**config.mk**
```make
export PLATFORM = sky130hd
export DESIGN_NAME = dfe_top
export DESIGN_NICKNAME = d
export VERILOG_FILES = /design/src/rtl/dfe_pkg.sv /design/src/rtl/dfe_reader.sv /design/src/rtl/dfe_capture.sv /design/src/rtl/dfe_ctrl.sv /design/src/rtl/dfe_top.sv
export SDC_FILE = /design/constraint.sdc
export NUM_CORES = 1
export LEC_CHECK = 0
export ABC_CLOCK_PERIOD_IN_PS = 4200
export BUFFER_PORTS_ARGS = -buffer_cell sky130_fd_sc_hd__buf_2
export CAP_MARGIN = 20
export CORE_ASPECT_RATIO = 1.25
export CORE_UTILIZATION = 40
export DETAILED_ROUTE_END_ITERATION = 8
export SYNTH_ARGS = -nofsm -noshare
export SYNTH_HDL_FRONTEND = slang
export SYNTH_SLANG_ARGS = --single-unit
```
**constraint.sdc**
```tcl
create_clock -name clk -period 4.2 [get_ports clk]
set_clock_uncertainty 0.05 [all_clocks]
set_input_delay 0.84 -clock clk [delete_from_list [all_inputs] [get_ports clk]]
set_output_delay 0.84 -clock clk [all_outputs]
set_load 0.05 [all_outputs]
```
**src/rtl/dfe_pkg.sv**
```systemverilog
package dfe_pkg;
  localparam int unsigned ADDR_W     = 32;
  localparam int unsigned DATA_W     = 32;
  localparam int unsigned DESC_BYTES = 64;
  localparam int unsigned ALIGN_SH   = $clog2(DESC_BYTES);
  localparam int unsigned DESC_WORDS = DESC_BYTES / 4;
  localparam int unsigned IDX_W      = $clog2(DESC_WORDS);
  localparam int unsigned NEXT_W     = ADDR_W - ALIGN_SH;

  // word positions inside a descriptor
  localparam logic [IDX_W-1:0] W_SRC  = IDX_W'(0);
  localparam logic [IDX_W-1:0] W_DST  = IDX_W'(2);
  localparam logic [IDX_W-1:0] W_SIZE = IDX_W'(4);
  localparam logic [IDX_W-1:0] W_NEXT = IDX_W'(6);
  localparam logic [IDX_W-1:0] W_CTRL = IDX_W'(9);
  localparam int unsigned      W_STAT_ITEMS = 12;
  localparam int unsigned      W_STAT_FIFO  = 13;

  // flag bits in the control word
  localparam int unsigned F_VALID = 0;
  localparam int unsigned F_LAST  = 1;
  localparam int unsigned F_IOC   = 2;

  typedef enum logic [2:0] {
    ST_IDLE, ST_FETCH, ST_CHECK, ST_RUN, ST_WB_LO, ST_WB_HI, ST_STALL
  } ldr_state_e;

  function automatic logic [ADDR_W-1:0] desc_base(input logic [ADDR_W-1:0] a);
    return {a[ADDR_W-1:ALIGN_SH], {ALIGN_SH{1'b0}}};
  endfunction

  function automatic logic [ADDR_W-1:0] next_to_addr(input logic [NEXT_W-1:0] f);
    return {f, {ALIGN_SH{1'b0}}};
  endfunction

  function automatic logic [DATA_W-1:0] item_count(input logic [DATA_W-1:0] f);
    return f + DATA_W'(1);
  endfunction

  function automatic logic [ADDR_W-1:0] word_addr(input logic [ADDR_W-1:0] base,
                                                  input int unsigned idx);
    return base + ADDR_W'(idx * 4);
  endfunction
endpackage

```
**src/rtl/dfe_reader.sv**
```systemverilog
module dfe_reader
  import dfe_pkg::*;
(
  input  logic              clk,
  input  logic              rst_n,
  input  logic              launch,
  input  logic [ADDR_W-1:0] base,
  output logic              rd_req_valid,
  output logic [ADDR_W-1:0] rd_req_addr,
  input  logic              rd_req_ready,
  input  logic              rd_rsp_valid,
  input  logic [DATA_W-1:0] rd_rsp_data,
  input  logic              rd_rsp_err,
  output logic              rd_rsp_ready,
  output logic              word_we,
  output logic [IDX_W-1:0]  word_idx,
  output logic [DATA_W-1:0] word_data,
  output logic              fetch_done,
  output logic              fetch_bad
);
  logic              active_q;
  logic [IDX_W:0]    req_cnt_q;
  logic [IDX_W:0]    rsp_cnt_q;
  logic [ADDR_W-1:0] base_q;
  logic              err_q;
  logic              rsp_hs;
  logic              req_hs;

  assign rd_req_valid = active_q && (req_cnt_q < (IDX_W+1)'(DESC_WORDS));
  assign rd_req_addr  = word_addr(base_q, int'(req_cnt_q));
  assign rd_rsp_ready = active_q;
  assign req_hs       = rd_req_valid && rd_req_ready;
  assign rsp_hs       = active_q && rd_rsp_valid;

  assign word_we    = rsp_hs;
  assign word_idx   = rsp_cnt_q[IDX_W-1:0];
  assign word_data  = rd_rsp_data;
  assign fetch_done = rsp_hs && (rsp_cnt_q == (IDX_W+1)'(DESC_WORDS-1));
  assign fetch_bad  = err_q || rd_rsp_err;

  always_ff @(posedge clk or negedge rst_n) begin
    if (!rst_n) begin
      active_q  <= 1'b0;
      req_cnt_q <= '0;
      rsp_cnt_q <= '0;
      base_q    <= '0;
      err_q     <= 1'b0;
    end else if (launch) begin
      active_q  <= 1'b1;
      req_cnt_q <= '0;
      rsp_cnt_q <= '0;
      base_q    <= base;
      err_q     <= 1'b0;
    end else begin
      if (req_hs) req_cnt_q <= req_cnt_q + 1'b1;
      if (rsp_hs) begin
        rsp_cnt_q <= rsp_cnt_q + 1'b1;
        err_q     <= err_q || rd_rsp_err;
        if (fetch_done) active_q <= 1'b0;
      end
    end
  end
endmodule

```
**src/rtl/dfe_capture.sv**
```systemverilog
module dfe_capture
  import dfe_pkg::*;
(
  input  logic              clk,
  input  logic              rst_n,
  input  logic              word_we,
  input  logic [IDX_W-1:0]  word_idx,
  input  logic [DATA_W-1:0] word_data,
  output logic [ADDR_W-1:0] d_src,
  output logic [ADDR_W-1:0] d_dst,
  output logic [DATA_W-1:0] d_size,
  output logic [NEXT_W-1:0] d_next,
  output logic              d_valid,
  output logic              d_last,
  output logic              d_ioc
);
  always_ff @(posedge clk or negedge rst_n) begin
    if (!rst_n) begin
      d_src   <= '0;
      d_dst   <= '0;
      d_size  <= '0;
      d_next  <= '0;
      d_valid <= 1'b0;
      d_last  <= 1'b0;
      d_ioc   <= 1'b0;
    end else if (word_we) begin
      unique case (word_idx)
        W_SRC:  d_src  <= word_data;
        W_DST:  d_dst  <= word_data;
        W_SIZE: d_size <= word_data;
        W_NEXT: d_next <= word_data[NEXT_W-1:0];
        W_CTRL: begin
          d_valid <= word_data[F_VALID];
          d_last  <= word_data[F_LAST];
          d_ioc   <= word_data[F_IOC];
        end
        default: ;
      endcase
    end
  end
endmodule

```
**src/rtl/dfe_ctrl.sv**
```systemverilog
module dfe_ctrl
  import dfe_pkg::*;
#(
  parameter int unsigned FIFO_W = 16
) (
  input  logic              clk,
  input  logic              rst_n,
  input  logic              start,
  input  logic [ADDR_W-1:0] head_ptr,
  input  logic              resume_req,
  input  logic              fetch_done,
  input  logic              fetch_bad,
  input  logic              d_valid,
  input  logic              d_last,
  input  logic              d_ioc,
  input  logic [NEXT_W-1:0] d_next,
  input  logic              blk_done,
  input  logic [DATA_W-1:0] done_items,
  input  logic [FIFO_W-1:0] fifo_left,
  input  logic              wr_ready,
  output logic              launch,
  output logic [ADDR_W-1:0] fetch_base,
  output logic              blk_valid,
  output logic              wr_valid,
  output logic [ADDR_W-1:0] wr_addr,
  output logic [DATA_W-1:0] wr_data,
  output logic              ev_blk_done,
  output logic              ev_xfer_done,
  output logic              ev_invalid,
  output logic              ev_fetch_err,
  output logic [ADDR_W-1:0] cur_desc_addr,
  output logic              busy
);
  ldr_state_e        state_q;
  logic [ADDR_W-1:0] cur_q;
  logic [DATA_W-1:0] items_q;
  logic [FIFO_W-1:0] left_q;
  logic              chain_end;

  assign chain_end     = d_last || (d_next == '0);
  assign blk_valid     = (state_q == ST_RUN);
  assign wr_valid      = (state_q == ST_WB_LO) || (state_q == ST_WB_HI);
  assign wr_addr       = word_addr(cur_q, (state_q == ST_WB_HI) ? W_STAT_FIFO : W_STAT_ITEMS);
  assign wr_data       = (state_q == ST_WB_HI) ? DATA_W'(left_q) : items_q;
  assign cur_desc_addr = cur_q;
  assign busy          = (state_q != ST_IDLE);

  always_comb begin
    launch     = 1'b0;
    fetch_base = cur_q;
    unique case (state_q)
      ST_IDLE: if (start) begin
        launch     = 1'b1;
        fetch_base = desc_base(head_ptr);
      end
      ST_STALL: if (resume_req) launch = 1'b1;
      ST_WB_HI: if (wr_ready && !chain_end) begin
        launch     = 1'b1;
        fetch_base = next_to_addr(d_next);
      end
      default: ;
    endcase
  end

  always_ff @(posedge clk or negedge rst_n) begin
    if (!rst_n) begin
      state_q      <= ST_IDLE;
      cur_q        <= '0;
      items_q      <= '0;
      left_q       <= '0;
      ev_blk_done  <= 1'b0;
      ev_xfer_done <= 1'b0;
      ev_invalid   <= 1'b0;
      ev_fetch_err <= 1'b0;
    end else begin
      ev_blk_done  <= 1'b0;
      ev_xfer_done <= 1'b0;
      ev_invalid   <= 1'b0;
      ev_fetch_err <= 1'b0;
      unique case (state_q)
        ST_IDLE: if (start) begin
          cur_q   <= fetch_base;
          state_q <= ST_FETCH;
        end
        ST_FETCH: if (fetch_done) begin
          if (fetch_bad) begin
            ev_fetch_err <= 1'b1;
            state_q      <= ST_IDLE;
          end else begin
            state_q <= ST_CHECK;
          end
        end
        ST_CHECK: begin
          if (!d_valid) begin
            ev_invalid <= 1'b1;
            state_q    <= ST_STALL;
          end else begin
            state_q <= ST_RUN;
          end
        end
        ST_RUN: if (blk_done) begin
          items_q <= done_items;
          left_q  <= fifo_left;
          state_q <= ST_WB_LO;
        end
        ST_WB_LO: if (wr_ready) state_q <= ST_WB_HI;
        ST_WB_HI: if (wr_ready) begin
          ev_blk_done <= d_ioc;
          if (chain_end) begin
            ev_xfer_done <= 1'b1;
            state_q      <= ST_IDLE;
          end else begin
            cur_q   <= fetch_base;
            state_q <= ST_FETCH;
          end
        end
        ST_STALL: if (resume_req) state_q <= ST_FETCH;
        default: state_q <= ST_IDLE;
      endcase
    end
  end
endmodule

```
**src/rtl/dfe_top.sv**
```systemverilog
module dfe_top
  import dfe_pkg::*;
#(
  parameter int unsigned FIFO_W = 16
) (
  input  logic              clk,
  input  logic              rst_n,
  input  logic              start,
  input  logic [31:0]       head_ptr,
  input  logic              resume_req,
  output logic              rd_req_valid,
  output logic [31:0]       rd_req_addr,
  input  logic              rd_req_ready,
  input  logic              rd_rsp_valid,
  input  logic [31:0]       rd_rsp_data,
  input  logic              rd_rsp_err,
  output logic              rd_rsp_ready,
  output logic              blk_valid,
  output logic [31:0]       blk_src,
  output logic [31:0]       blk_dst,
  output logic [31:0]       blk_items,
  output logic              blk_ioc,
  input  logic              blk_done,
  input  logic [31:0]       done_items,
  input  logic [FIFO_W-1:0] fifo_left,
  output logic              wr_valid,
  output logic [31:0]       wr_addr,
  output logic [31:0]       wr_data,
  input  logic              wr_ready,
  output logic              ev_blk_done,
  output logic              ev_xfer_done,
  output logic              ev_invalid,
  output logic              ev_fetch_err,
  output logic [31:0]       cur_desc_addr,
  output logic              busy
);
  // internal events, named for the checker
  logic              fetch_done_w;
  logic              fetch_bad_w;
  logic              launch_w;
  logic [ADDR_W-1:0] fetch_base_w;
  logic              word_we_w;
  logic [IDX_W-1:0]  word_idx_w;
  logic [DATA_W-1:0] word_data_w;
  logic [DATA_W-1:0] d_size_w;
  logic [NEXT_W-1:0] d_next_w;
  logic              d_valid_w;
  logic              d_last_w;

  dfe_reader u_reader (
    .clk          (clk),
    .rst_n        (rst_n),
    .launch       (launch_w),
    .base         (fetch_base_w),
    .rd_req_valid (rd_req_valid),
    .rd_req_addr  (rd_req_addr),
    .rd_req_ready (rd_req_ready),
    .rd_rsp_valid (rd_rsp_valid),
    .rd_rsp_data  (rd_rsp_data),
    .rd_rsp_err   (rd_rsp_err),
    .rd_rsp_ready (rd_rsp_ready),
    .word_we      (word_we_w),
    .word_idx     (word_idx_w),
    .word_data    (word_data_w),
    .fetch_done   (fetch_done_w),
    .fetch_bad    (fetch_bad_w)
  );

  dfe_capture u_capture (
    .clk       (clk),
    .rst_n     (rst_n),
    .word_we   (word_we_w),
    .word_idx  (word_idx_w),
    .word_data (word_data_w),
    .d_src     (blk_src),
    .d_dst     (blk_dst),
    .d_size    (d_size_w),
    .d_next    (d_next_w),
    .d_valid   (d_valid_w),
    .d_last    (d_last_w),
    .d_ioc     (blk_ioc)
  );

  assign blk_items = item_count(d_size_w);

  dfe_ctrl #(.FIFO_W(FIFO_W)) u_ctrl (
    .clk           (clk),
    .rst_n         (rst_n),
    .start         (start),
    .head_ptr      (head_ptr),
    .resume_req    (resume_req),
    .fetch_done    (fetch_done_w),
    .fetch_bad     (fetch_bad_w),
    .d_valid       (d_valid_w),
    .d_last        (d_last_w),
    .d_ioc         (blk_ioc),
    .d_next        (d_next_w),
    .blk_done      (blk_done),
    .done_items    (done_items),
    .fifo_left     (fifo_left),
    .wr_ready      (wr_ready),
    .launch        (launch_w),
    .fetch_base    (fetch_base_w),
    .blk_valid     (blk_valid),
    .wr_valid      (wr_valid),
    .wr_addr       (wr_addr),
    .wr_data       (wr_data),
    .ev_blk_done   (ev_blk_done),
    .ev_xfer_done  (ev_xfer_done),
    .ev_invalid    (ev_invalid),
    .ev_fetch_err  (ev_fetch_err),
    .cur_desc_addr (cur_desc_addr),
    .busy          (busy)
  );
endmodule

```
==> results.py, run 1 <==
metrics = {
    "detailed_routing": {
        "routed_wl_um": 34200,
        "drtPass1Iterations": 5,
        "drt-vias-per-instance": 5.19,
        "wl_per_cell_um": 18.9,
        "first_iter_violations": 524,
        "vias": 9366,
        "drc": 0,
        "ant_nets": 0,
    },
    "floorplan": {
        "start_util_pct": 40.7,
        "core_area_sq_um": 30100,
        "dieArea_sq_um": 31300,
        "die_height_um": 198,
        "io_pins": 355,
        "fp-row-count": 71,
        "die_x_um": 159,
    },
    "power": {
        "p_comb_share_pct": 2.5,
        "power.density_nw_per_um2": 339,
        "vdd_drop_max_mv": 0.297,
        "p_int_mw": 4.16,
        "switching_share_pct": 20.7,
        "p_clk_share_pct": 50.4,
        "power.leakage_nw": 8.54,
        "power.switching_mw": 1.08,
        "power_frac_seq_pct": 47.1,
    },
    "global_routing": {
        "grt_usage_pct": 21.6,
        "antenna_found_initial": 5,
        "grt-ovfl-total": 0,
        "grt_start_max_net_pins": 96,
        "grt_pass1_vias": 9313,
        "grt_pass1_wl_um": 52400,
    },
    "logic_synthesis": {
        "synth_top_family_by_area": "multiplexers",
        "synth_adder_area_share_pct": 1.59,
        "netlist_top_cells_count": "dfrtp_1, mux2_2, nand2_1",
        "synth_nets": 1175,
        "synth_area_sq_um": 12200,
        "yosysTopAreaCellShare_pct": 52.3,
        "synth_compound_area_share_pct": 6.81,
        "ys.flop_type": "dfrtp_1",
        "avgSynthCellArea_sq_um": 11.8,
        "yosysUniqueCellTypes": 52,
        "ys_warn_count": 0,
        "yosys.area_share.xor_xnor_pct": 6.58,
        "synth-simple-area-share_pct": 12.1,
        "yosys.area.top_type": "dfrtp_1",
        "synth_edf_count": 0,
        "syn_inst": 1039,
        "ys_seq_elements": 256,
        "synth.most_common_cell": "dfrtp_1",
        "ys_top_cells_by_area": "dfrtp_1, mux2_2, xnor2_1",
        "muxShareOfSynthArea_pct": 17.8,
        "seq_area_frac_synth_pct": 52.3,
        "synthArstFlopShare_pct": 100,
    },
    "sta": {
        "worst_pin_slew_ns": 1.03,
        "achievable-frequency_mhz": 249,
        "finalSetupViolCount": 0,
        "hold_violations": 0,
        "maxSlewHeadroom_pct": 31.2,
        "finalCriticalPeriod_ns": 4.01,
        "grt_setup_unrepaired": "no",
        "setup_tns_ns": 0,
        "fin_ws_ns": 0.188,
        "fin_crit_sh_pct": 95.5,
        "slew_violations": 0,
    },
    "critical_path": {
        "critical_path.max_fanout": 6,
        "critPathArrivalTime_ns": 3.12,
        "path_class": "reg2out",
        "start_kind": "register",
        "critPathRequiredTime_ns": 3.31,
        "cp-end-kind": "primary output",
    },
    "cts": {
        "root_buffer": "clkbuf_16",
        "h-tree-depth": 1,
        "cts_setup_buffers": 0,
        "clk_latency_ns": 0.53,
        "numCtsBuffers": 28,
        "path_clk_slew_ns": 0.06,
        "clock-sinks": 256,
        "cts_tree": "yes",
        "clockBufferDepth": 3,
    },
    "placement": {
        "dp_cells": 1746,
        "gp_congestion": 0.846,
        "port_buffers": 348,
        "dp_slack_ns": 0.707,
        "hpwlAfterDp_um": 24600,
    },
    "flow_run": {
        "cap_violations": 0,
    },
    "final_layout": {
        "drive_gt1_share_pct": 44.0,
        "area_growth_pct": 26.3,
        "fin_cells": 1803,
        "nets": 1512,
    },
    "min_path": {
        "worstHoldPathType": "in2async",
    },
    "status": {
        "status": "complete, no violations",
    },
}
==> cells by family after synthesis <==
group	count (synthesis)
AOI/OAI and AO/OA	113
xor gates and xnor gates	92
adders and majority gates	15
buffers and inverters	77
DFF	256
muxes	195
and+or+nand+nor	291
==> worst max-delay path: stages (launching register included) <==
cell	delay, ns
dfrtp_1	0.42
ha_1	0.25
fa_1	0.23
a21oi_1	0.10
o211ai_1	0.52
nor3b_1	0.25
buf_4	0.19
nand4_1	0.12
xnor2_1	0.22
buf_2	0.31
==> power by group through the flow <==
stage / clock (mW) / combinational (mW) / sequential [mW]
2_1_floorplan: 0 / 0.00246 / 2.51
3_3_place_gp: 0 / 0.138 / 2.51
3_5_place_dp: 0 / 0.138 / 2.51
4_1_cts: 2.70 / 0.139 / 2.47
5_1_grt: 2.80 / 0.152 / 2.46
6_report: 2.64 / 0.133 / 2.47
==> flip-flops by register name, summed over array words and instances (netlist names), 3 cells and up <==
register and count:
u_ctrl.state_q 3, u_capture.d_size 32, u_capture.d_next 26, u_ctrl.items_q 32, u_capture.d_dst 32, u_reader.base_q 32, u_reader.req_cnt_q 5, u_reader.rsp_cnt_q 5
u_ctrl.cur_desc_addr 32, u_ctrl.left_q 16, u_capture.d_src 32
==> area by class of cell <==
| cell class | instances | area (sq um) |
|---|---|---|
| fill | 2711 | 14600 |
| sequential | 256 | 6410 |
| multi-input combinational | 706 | 5550 |
| timing repair buffer | 368 | 1940 |
| clock buffer | 42 | 855 |
| tap | 401 | 502 |
| clock inverter | 9 | 149 |
| inverter | 16 | 60.1 |
| antenna | 5 | 12.5 |
==> routing by layer <==
| metal | track usage [%] | up-vias | routed length (um) |
|---|---|---|---|
| li1 | - | 4382 | - |
| met1 | 28.3 | 4624 | 14500 |
| met2 | 35.8 | 301 | 16800 |
| met3 | 3.58 | 59 | 1780 |
| met4 | 8.08 | 0 | 1100 |
| met5 | 0 | - | 0 |
==> per-stage QoR <==
stage	power, mW	utilization, %	cell area [sq um]	hold WS (ns)
2_1_floorplan	2.51	-	12200	0.359
3_5_place_dp	2.65	47.9	14400	0.377
3_3_place_gp	2.65	47.9	14400	0.384
4_1_cts	5.31	51.2	15400	0.312
6_report	5.24	51.4	15500	0.297
5_1_grt	5.42	51.4	15500	0.347
==> final timing paths <==
check	start	endpoint	slack, ns	cells after the start
min in group clk	u_capture.d_valid$_DFFE_PN0P_	u_ctrl.ev_invalid$_DFF_PN0_	0.38	1
worst min-delay path	rst_n	u_ctrl.left_q[14]$_DFFE_PN0P_	0.30	1
worst max register to register	u_ctrl.state_q[2]$_DFFE_PN0P_	u_ctrl.cur_desc_addr[25]$_DFFE_PN0P_	1.20	8
max in group asynchronous	rst_n	u_reader.base_q[7]$_DFFE_PN0P_	2.95	2
worst min register to register	u_capture.d_valid$_DFFE_PN0P_	u_ctrl.ev_invalid$_DFF_PN0_	0.38	1
worst max-delay path	u_reader.req_cnt_q[0]$_DFFE_PN0P_	rd_req_addr[30]	0.19	9
==> layout by cell type, fill, tap and decap left out, drive strengths merged, types with 13 or more instances in the layout <==
master | Yosys | layout
nor2 | 51 | 51
and3 | 18 | 18
nand3 | 52 | 52
xor2 | 36 | 36
o21ai | 13 | 13
buf | 25 | 368
inv | 16 | 17
a22oi | 26 | 26
nor3 | 13 | 13
mux2 | 187 | 187
ha | 14 | 14
nor2b | 22 | 22
xnor2 | 56 | 56
nand4 | 22 | 22
nand2 | 75 | 75
a2bb2oi | 26 | 26
clkbuf | 36 | 42
o211ai | 27 | 27
dfrtp | 256 | 256
==> what timing repair did <==
| item | 4_1_cts | 5_1_grt |
|---|---|---|
| hold buffers | 0 | 0 |
| resized for setup | 0 | 1 |
| endpoints found under the setup margin | 0 | 2 |
No activity file was read; power rests on OpenSTA's default activity.
==> run 2, diff against run 1 <==
--- a/config.mk
+++ b/config.mk
@@ -9,6 +9,7 @@
 export BUFFER_PORTS_ARGS = -buffer_cell sky130_fd_sc_hd__buf_2
 export CAP_MARGIN = 20
 export CORE_ASPECT_RATIO = 1.25
+export CORE_MARGIN = 2
 export CORE_UTILIZATION = 40
 export DETAILED_ROUTE_END_ITERATION = 8
 export SYNTH_ARGS = -nofsm -noshare
==> results.py, run 2 (synthesis results as in run 1) <==
metrics = {
    "final_layout": {
        "fin_util_pct": 50.9,
        "fin_cells": 1799,
        "layout_commonest_cell": "buf_2",
        "nets": 1512,
        "layout_common_cells": "buf_2, dfrtp_1, mux2_2, nand2_1, xnor2_1",
        "design_area_sq_um": 15300,
        "area_growth_pct": 25.2,
        "drive_gt1_share_pct": 43.9,
    },
    "placement": {
        "dp_cells": 1746,
        "place_area_sq_um": 14400,
        "port_buffers": 348,
        "hpwlAfterDp_um": 24900,
        "dp_slack_ns": 0.726,
        "gp_congestion": 0.833,
    },
    "detailed_routing": {
        "top_layer": "met4",
        "drtPass1Iterations": 5,
        "met3_length_um": 2030,
        "routed_wl_um": 34200,
        "drt-vias-per-instance": 5.21,
        "vias": 9376,
        "routed-wl-met2_um": 16800,
        "first_iter_violations": 513,
        "wl_met1_um": 14300,
        "drc": 0,
        "wl_per_cell_um": 19.0,
        "ant_nets": 0,
    },
    "power": {
        "p_clk_share_pct": 47.7,
        "power.leakage_nw": 8.46,
        "switching_share_pct": 21.6,
        "power_frac_seq_pct": 49.7,
        "vdd_drop_max_mv": 0.293,
        "p_comb_share_pct": 2.6,
        "p_int_mw": 3.89,
        "power.switching_mw": 1.07,
        "power.density_nw_per_um2": 324,
    },
    "sta": {
        "achievable-frequency_mhz": 252,
        "fin_ws_ns": 0.233,
        "finalCriticalPeriod_ns": 3.97,
        "slew_violations": 0,
        "hold_violations": 0,
        "finalSetupViolCount": 0,
        "setup_tns_ns": 0,
        "maxSlewHeadroom_pct": 26.5,
        "fin_crit_sh_pct": 94.5,
        "worst_pin_slew_ns": 1.10,
    },
    "critical_path": {
        "path_class": "reg2out",
        "critPathArrivalTime_ns": 3.08,
        "crit_cells": 9,
        "r2r_start": "u_ctrl.state_q[1]$_DFFE_PN0P_",
        "critical_path.max_fanout": 6,
        "critPathSlowestCell": "o211ai_1",
        "crit_path_max_incr_delay_ns": 0.52,
        "critPathTopFamily": "compound AO/OA/AOI/OAI gates",
        "rrSetupSlack_ns": 1.25,
        "r2r_cells": 9,
        "worstSetupStartpoint": "u_reader.req_cnt_q[0]$_DFFE_PN0P_",
        "critPathBufInv": 2,
        "cp_cell_sequence": "ha_1, fa_1, a21oi_1, o211ai_1, nor3b_2, buf_4, nand4_1, xnor2_1, buf_2",
        "crit_end": "rd_req_addr[30]",
        "start_kind": "register",
        "timing.rr.end": "u_ctrl.cur_desc_addr[25]$_DFFE_PN0P_",
        "critPathRequiredTime_ns": 3.31,
        "cp-end-kind": "primary output",
    },
    "cts": {
        "cts_tree": "yes",
        "clockBufferDepth": 3,
        "path_clk_slew_ns": 0.06,
        "clock-sinks": 256,
        "clk_latency_ns": 0.54,
        "h-tree-depth": 1,
        "cts_hold_buf": 0,
        "numCtsBuffers": 27,
        "root_buffer": "clkbuf_16",
    },
    "status": {
        "status": "complete, no violations",
    },
    "global_routing": {
        "grt_pass1_wl_um": 52600,
        "grt_usage_pct": 20.8,
        "grt_pass1_vias": 9239,
        "grt-ovfl-total": 0,
        "antenna_found_initial": 6,
        "grt_start_max_net_pins": 94,
    },
    "floorplan": {
        "core_area_sq_um": 30100,
        "io_pins": 355,
        "die_x_um": 161,
        "dieArea_sq_um": 32000,
        "start_util_pct": 40.7,
        "fp-row-count": 71,
        "die_height_um": 200,
    },
    "min_path": {
        "worstHoldPathType": "in2async",
    },
    "flow_run": {
        "cap_violations": 0,
    },
}
run 2: cell types whose count changed in the layout (fill, tap and decap cells not counted), moves of 2 or more:
cell	before	now
dfrtp_1	256	254
buf_4	17	19
clkbuf_16	29	27
dfrtp_2	0	2
bufinv_16	4	2
clkinv_2	4	2
clkinvlp_4	0	2
clkbuf_8	8	5
run 2: layer usage:
layer  global-route usage [%]  up-vias
li1                         -     4375
met1                     26.6     4646
met2                     35.4      291
met3                     3.86       64
met4                     7.44        0
met5                        0        -
run 2: final cells by class:
type / count / area [sq um]
fill: 2783 / 14800
sequential: 256 / 6410
multi-input combinational: 706 / 5550
timing repair buffer: 369 / 1930
clock buffer: 37 / 763
tap: 401 / 502
clock inverter: 8 / 103
inverter: 16 / 60.1
antenna: 6 / 15.0
run 2: worst reg2reg max path, stage by stage, from the launching register on:
cell	delay [ns]
dfrtp_1	0.32
buf_4	0.19
and3b_1	0.21
buf_4	0.26
and3_1	0.26
buf_4	0.23
o31ai_4	0.11
buf_4	0.52
nand2_1	0.45
o21ai_0	0.28
run 2: power groups by stage:
stage | registers, mW | logic [mW] | clock network, mW
CTS | 2.47 | 0.137 | 2.44
global route | 2.46 | 0.150 | 2.53
finish | 2.47 | 0.131 | 2.37
global placement | 2.51 | 0.134 | 0
detailed placement | 2.51 | 0.136 | 0
floorplan | 2.51 | 0.00246 | 0
run 2: worst min path at each step:
stage / start / endpoint / slack, ns / cells past startpoint
after global routing: rst_n / u_ctrl.items_q[11]$_DFFE_PN0P_ / 0.30 / 1
after detailed placement: u_capture.d_valid$_DFFE_PN0P_ / u_ctrl.ev_invalid$_DFF_PN0_ / 0.37 / 1
final: rst_n / u_ctrl.left_q[11]$_DFFE_PN0P_ / 0.24 / 1
after floorplan: u_capture.d_valid$_DFFE_PN0P_ / u_ctrl.ev_invalid$_DFF_PN0_ / 0.36 / 1
after global placement: u_capture.d_valid$_DFFE_PN0P_ / u_ctrl.ev_invalid$_DFF_PN0_ / 0.38 / 1
after CTS: rst_n / u_capture.d_src[1]$_DFFE_PN0P_ / 0.28 / 1
run 2: stage by stage:
step	hold WS [ns]	power, mW
2_1_floorplan	0.359	2.51
3_3_place_gp	0.375	2.65
3_5_place_dp	0.371	2.65
4_1_cts	0.283	5.04
5_1_grt	0.305	5.14
6_report	0.245	4.97
run 2: repair_timing:
item                                    in CTS  in global routing
buffers inserted                             0                  1
gates resized for setup                      0                  3
hold endpoints to repair                     0                  0
endpoints found under the setup margin       0                  5
